**src/rtl/irqc_pkg.sv**
```systemverilog
package irqc_pkg;
  localparam int NREG   = 6;
  localparam int IX_P1  = 0;
  localparam int IX_L2P = 1;
  localparam int IX_M1  = 2;
  localparam int IX_L2M = 3;
  localparam int IX_P2  = 4;
  localparam int IX_M2  = 5;

  // Byte offsets seen by software; the decode depends on these values.
  function automatic logic [7:0] reg_offset(input int ix);
    case (ix)
      IX_P1:   reg_offset = 8'h80;
      IX_L2P:  reg_offset = 8'h88;
      IX_M1:   reg_offset = 8'h8C;
      IX_L2M:  reg_offset = 8'h94;
      IX_P2:   reg_offset = 8'hA0;
      IX_M2:   reg_offset = 8'hA6;
      default: reg_offset = 8'h00;
    endcase
  endfunction

  // First-level bank b is cleared by this pending register.
  function automatic int bank_pend_ix(input int b);
    bank_pend_ix = (b == 0) ? IX_P1 : IX_P2;
  endfunction

  // First-level bank b is enabled by this mask register.
  function automatic int bank_mask_ix(input int b);
    bank_mask_ix = (b == 0) ? IX_M1 : IX_M2;
  endfunction
endpackage

```
**src/rtl/irqc_addr_dec.sv**
```systemverilog
module irqc_addr_dec
  import irqc_pkg::*;
#(
  parameter int ADDR_W = 8
) (
  input  logic [ADDR_W-1:0] addr_i,
  output logic [NREG-1:0]   hit_o
);
  for (genvar i = 0; i < NREG; i++) begin : g_hit
    assign hit_o[i] = (addr_i == ADDR_W'(reg_offset(i)));
  end
endmodule

```
**src/rtl/irqc_pend_bank.sv**
```systemverilog
module irqc_pend_bank #(
  parameter int W = 16
) (
  input  logic         clk,
  input  logic         rst,
  input  logic [W-1:0] lines_i,
  input  logic         clr_we_i,
  input  logic         mask_we_i,
  input  logic [W-1:0] wdata_i,
  output logic [W-1:0] pend_o,
  output logic [W-1:0] mask_o,
  output logic         hit_o
);
  logic [W-1:0] lines_q, pend_q, mask_q;
  logic [W-1:0] rise, clr, pend_n, mask_n;

  always_comb begin
    rise   = lines_i & ~lines_q;
    clr    = clr_we_i ? wdata_i : '0;
    pend_n = ((pend_q & ~clr) | rise) & lines_i;
    mask_n = mask_we_i ? wdata_i : mask_q;
  end

  // Request seen by the output registers, aligned with the new state.
  assign hit_o = |(pend_n & mask_n);

  always_ff @(posedge clk) begin
    if (rst) begin
      lines_q <= '0;
      pend_q  <= '0;
      mask_q  <= '0;
    end else begin
      lines_q <= lines_i;
      pend_q  <= pend_n;
      mask_q  <= mask_n;
    end
  end

  assign pend_o = pend_q;
  assign mask_o = mask_q;
endmodule

```
**src/rtl/irq_cascade_ctrl.sv**
```systemverilog
module irq_cascade_ctrl
  import irqc_pkg::*;
#(
  parameter int NUM_L1    = 26,
  parameter int L1_W      = 16,
  parameter int NUM_L2    = 32,
  parameter int CASC_LINE = 8,
  parameter int ADDR_W    = 8,
  parameter int DATA_W    = 32
) (
  input  logic              clk,
  input  logic              rst,
  input  logic [NUM_L1-1:0] irq_i,
  input  logic [NUM_L2-1:0] gpio_irq_i,
  input  logic              wr_en_i,
  input  logic              rd_en_i,
  input  logic [ADDR_W-1:0] addr_i,
  input  logic [DATA_W-1:0] wdata_i,
  output logic [DATA_W-1:0] rdata_o,
  output logic              cpu_irq_o,
  output logic              gpio_irq_o
);
  localparam int NBANK = 2;
  localparam int PAD_W = NBANK * L1_W;

  logic [NREG-1:0]   hit;
  logic [NREG-1:0]   we;
  logic [PAD_W-1:0]  l1_lines;
  logic [L1_W-1:0]   pend_l1 [NBANK];
  logic [L1_W-1:0]   mask_l1 [NBANK];
  logic [NBANK-1:0]  bank_hit;
  logic [NUM_L2-1:0] l2_pend, l2_mask;
  logic              l2_hit;
  logic              giu_q, cpu_q;
  logic [DATA_W-1:0] rsel, rdata_q;
  logic [L1_W-1:0]   p1_w, p2_w, m1_w, m2_w;

  irqc_addr_dec #(.ADDR_W(ADDR_W)) u_dec (
    .addr_i (addr_i),
    .hit_o  (hit)
  );

  assign we = hit & {NREG{wr_en_i}};

  // Second-level group.
  irqc_pend_bank #(.W(NUM_L2)) u_l2 (
    .clk       (clk),
    .rst       (rst),
    .lines_i   (gpio_irq_i),
    .clr_we_i  (we[IX_L2P]),
    .mask_we_i (we[IX_L2M]),
    .wdata_i   (wdata_i[NUM_L2-1:0]),
    .pend_o    (l2_pend),
    .mask_o    (l2_mask),
    .hit_o     (l2_hit)
  );

  // First-level line vector, padded, with the cascade substituted.
  always_comb begin
    l1_lines              = '0;
    l1_lines[NUM_L1-1:0]  = irq_i;
    l1_lines[CASC_LINE]   = giu_q;
  end

  for (genvar b = 0; b < NBANK; b++) begin : g_l1
    irqc_pend_bank #(.W(L1_W)) u_bank (
      .clk       (clk),
      .rst       (rst),
      .lines_i   (l1_lines[b*L1_W +: L1_W]),
      .clr_we_i  (we[bank_pend_ix(b)]),
      .mask_we_i (we[bank_mask_ix(b)]),
      .wdata_i   (wdata_i[L1_W-1:0]),
      .pend_o    (pend_l1[b]),
      .mask_o    (mask_l1[b]),
      .hit_o     (bank_hit[b])
    );
  end

  assign p1_w = pend_l1[0];
  assign p2_w = pend_l1[1];
  assign m1_w = mask_l1[0];
  assign m2_w = mask_l1[1];

  always_comb begin
    rsel = '0;
    if (hit[IX_P1])  rsel = DATA_W'(p1_w);
    if (hit[IX_P2])  rsel = DATA_W'(p2_w);
    if (hit[IX_M1])  rsel = DATA_W'(m1_w);
    if (hit[IX_M2])  rsel = DATA_W'(m2_w);
    if (hit[IX_L2P]) rsel = DATA_W'(l2_pend);
    if (hit[IX_L2M]) rsel = DATA_W'(l2_mask);
  end

  always_ff @(posedge clk) begin
    if (rst) begin
      giu_q   <= 1'b0;
      cpu_q   <= 1'b0;
      rdata_q <= '0;
    end else begin
      giu_q   <= l2_hit;
      cpu_q   <= |bank_hit;
      rdata_q <= rd_en_i ? rsel : '0;
    end
  end

  assign rdata_o    = rdata_q;
  assign cpu_irq_o  = cpu_q;
  assign gpio_irq_o = giu_q;
endmodule

```
**config.mk**
```make
export PLATFORM = sky130hd
export DESIGN_NAME = irq_cascade_ctrl
export DESIGN_NICKNAME = d
export VERILOG_FILES = /design/src/rtl/irqc_pkg.sv /design/src/rtl/irqc_addr_dec.sv /design/src/rtl/irqc_pend_bank.sv /design/src/rtl/irq_cascade_ctrl.sv
export SDC_FILE = /design/constraint.sdc
export NUM_CORES = 1
export LEC_CHECK = 0
export BUFFER_PORTS_ARGS = -buffer_cell sky130_fd_sc_hd__buf_2
export CAP_MARGIN = 20
export CORE_MARGIN = 2
export CORE_UTILIZATION = 40
export DETAILED_ROUTE_END_ITERATION = 8
export PLACE_DENSITY = 0.69
export SETUP_SLACK_MARGIN = 0.05
export SLEW_MARGIN = 20
export SYNTH_ARGS = -nofsm -noshare
export SYNTH_HDL_FRONTEND = slang
export SYNTH_HIERARCHICAL = 1
export SYNTH_SLANG_ARGS = --single-unit
export TNS_END_PERCENT = 30
```
**constraint.sdc**
```tcl
create_clock -name clk -period 5 [get_ports clk]
set_clock_uncertainty 0.15 [all_clocks]
set_input_delay 1.25 -clock clk [delete_from_list [all_inputs] [get_ports clk]]
set_output_delay 1.25 -clock clk [all_outputs]
set_load 0.05 [all_outputs]
```
==> flow_summary.toml <==
[global_route]
grtUsageMet1_pct = 25.30
grt-ovfl-total = 0
antenna_found_initial = 2
grt_start_max_net_pins = 60
grt_pass1_wl_mm = 35.85
grt_use_total_pct = 18.21
grt_pass1_vias = 6738
grt_util_met3_pct = 3.056
grt_use_met2_pct = 29.89
grt-busiest-layer = "met2"

[die]
io-pin-count = 136
die_area_sq_um = 24650
rows = 55
die_x_um = 157.0
start_util_pct = 41.10
core_sq_um = 22780
fp.dieH_um = 157.0

[timing]
period_share_pct = 74.79
fmax_mhz = 267.4
period_needed_ns = 3.739
grt_setup_unrepaired = "false"
finalSetupViolCount = 0
finalMaxSlewViolations = 0
slew_headroom_pct = 46.13
hold_violations = 0
tns_ns = 0
worst_slew_pin_slew_ns = 0.8072

[worst_setup_path]
cp_cell_sequence = "buf_2 -> nand2b_1 -> nor4_2 -> and2_2 -> buf_4 -> mux2_4 -> nand2_1 -> o22ai_1 -> nor4_1 -> nand4_1 -> nor2b_1"
crit_buf_inv = 2
slowest_stage = "and2_2"
critPathArrivalTime_ns = 3.98
max_stage_delay_ns = 0.56
crit_family = "simple AND/OR/NAND/NOR gates"
required_ns = 5.24
crit_path_start_kind = "input port"
end_kind = "register"
worst-path-max-fanout = 15
setup.worst_path.class = "input port to register"

[yosys]
syn_area_sq_um = 9363
synthCells = 928
synth_seq_cells = 226
synth-seq-area-share_pct = 48.32
avgSynthCellArea_sq_um = 10.09
yosysWarnings = 6
ys_types = 43

[clock_network]
post_cts_buffers = 0
cts_buffers = 25
cts_hold_buffers = 0
htree_levels = 1
cts_tree = "done"
cts_root_buf = "clkbuf_16"
cts_sinks = 226
insertion_delay_ns = 0.52
clk_path_buf_depth = 3
clk_pin_slew_ns = 0.06
post_cts_resized = 0

[drt]
vias_per_cell = 4.928
drc_errors = 0
drtAntennaViolNets = 0
num_vias = 6890
first_pass_iters = 5
wire_per_inst_um = 16.16
drtIter0Drc = 400
finalWirelength_mm = 22.59

[run]
max_cap_viol_count = 0

[pwr]
peakVddDrop_mv = 0.3008
p_per_area_nw_per_um2 = 357.3
p_leak_nw = 4.370

[layout]
fill_cells = 2130
fin_nets = 1168
drive_above_1_share_pct = 24.47
area_delta_synth_final_pct = 19.23
final_cells = 1398

[placement]
io_buffer_count = 134
dp_cells = 1352
place_congestion = 0.7729
dp_hpwl_mm = 16.61

[outcome]
status = "finished clean"

[hold_path]
hold_class = "register to register"
==> tightest hold or removal path: stages (launching register included) <==
cell	delay [ns]
dfxtp_1	0.31
nand2_1	0.05
a21oi_1	0.05
==> where the power goes <==
| part | switching (mW) | internal, mW |
|---|---|---|
| Combinational | 0.114 | 0.0833 |
| Clock | 0.732 | 1.18 |
| Sequential | 0.0211 | 1.86 |
| Total | 0.867 | 3.12 |
==> synth_stat cells (all sizes together) <==
library cell	instances	share of area, %
o211ai	24	2.4
and2	6	0.40
mux2	64	8.7
dfxtp	226	48
clkinv	1	0.040
nor2	19	0.79
nand4	1	0.067
nor2b	171	11
buf	27	2.5
o22ai	16	1.1
a21oi	18	0.96
a221o	16	1.7
and4b	1	0.11
nor4b	3	0.48
a31oi	16	1.6
o221ai	16	1.5
and4	1	0.094
inv	40	1.6
nor4	5	0.33
or4	2	0.16
nand2b	3	0.20
nand3	2	0.11
nand3b	16	1.3
clkbuf	22	0.90
o2111ai	8	0.75
a22oi	14	1.1
o21a	24	1.9
nand4bb	2	0.24
and3	1	0.067
nand2	98	3.9
conb	1	0.040
a21boi	64	5.1
==> per-stage QoR <==
step / cell area, sq um / power, mW / setup WS, ns / utilization, % / hold slack (ns)
after floorplan: 9404 / 2.017 / 1.046 / - / 0.2814
after detailed placement: 10290 / 2.114 / 0.7303 / 45.16 / 0.2939
after global routing: 11160 / 4.129 / 0.9940 / 48.99 / 0.3557
after global placement: 10290 / 2.109 / 0.7476 / 45.16 / 0.2897
final: 11160 / 3.988 / 1.261 / 49.01 / 0.3089
after CTS: 11160 / 4.023 / 1.263 / 48.99 / 0.3075
==> flip-flops by register name, indices dropped and copies added, names as in the netlist <==
signal,flops
cpu_irq_o,1
g_l1.u_bank/pend_o,32
g_l1.u_bank/lines_q,32
rdata_o,32
u_l2/pend_o,32
u_l2/lines_q,32
u_l2/mask_o,32
gpio_irq_o,1
g_l1.u_bank/mask_o,32
==> per-layer routing <==
| metal | vias to the layer above | wire [um] |
|---|---|---|
| met5 | - | 0 |
| met4 | 0 | 376 |
| met3 | 30 | 1110 |
| met2 | 161 | 10180 |
| met1 | 3203 | 10920 |
| li1 | 3496 | - |
==> cells in the final DEF (no fill, tap or decap), types with 3 or more instances in the layout <==
cell       instances
mux2_4            26
nand3b_1          16
nor2b_1          170
nor4_1             4
clkbuf_8           7
o211ai_1          16
clkinv_2           4
a221o_1           16
nand2_1           98
a31oi_1            8
buf_2            133
o211ai_2           8
clkbuf_16         25
o22ai_1           16
inv_1             40
bufinv_16          3
clkbuf_1           3
buf_4             16
a21boi_1           9
dfxtp_1          226
mux2_1            12
o21a_1            24
a21boi_0          55
nand2b_1           3
o221ai_1          16
mux2_2            26
a31oi_2            8
and2_1             5
a22oi_1           14
nor2_1            18
conb_1            12
o2111ai_1          8
a21oi_1           18
==> final timing paths <==
kind                                 start     endpoint  slack (ns)  depth (start not counted)
hold / removal             u_l2/mask_o[29]  rdata_o[29]        0.31                          2
setup reg to reg  g_l1[1].u_bank/pend_o[6]    cpu_irq_o        3.09                          6
setup / recovery                 addr_i[3]   gpio_irq_o        1.26                         11
hold reg to reg            u_l2/mask_o[29]  rdata_o[29]        0.31                          2
==> logic make-up after synthesis <==
| family | Yosys count | share of synthesized area, % |
|---|---|---|
| other | 1 | 0.04005 |
| muxes | 64 | 8.740 |
| DFF | 226 | 48.32 |
| and+or+nand+nor | 331 | 19.71 |
| AOI/OAI and AO/OA | 216 | 18.12 |
| buffers and inverters | 90 | 5.065 |
==> final cells by class <==
cell class              instances  area [sq um]  area share, %
diodes                          2         5.005        0.04483
well taps                     313         391.6          3.508
flip-flops and latches        226          4524          40.53
multi-input cells             623          4431          39.69
repair buffers                149         785.8          7.039
clock buffers                  35         733.2          6.568
inverters                      41         153.9          1.379
clock inverters                 9         138.9          1.244
Note: power is estimated with default switching activity, not from simulation.
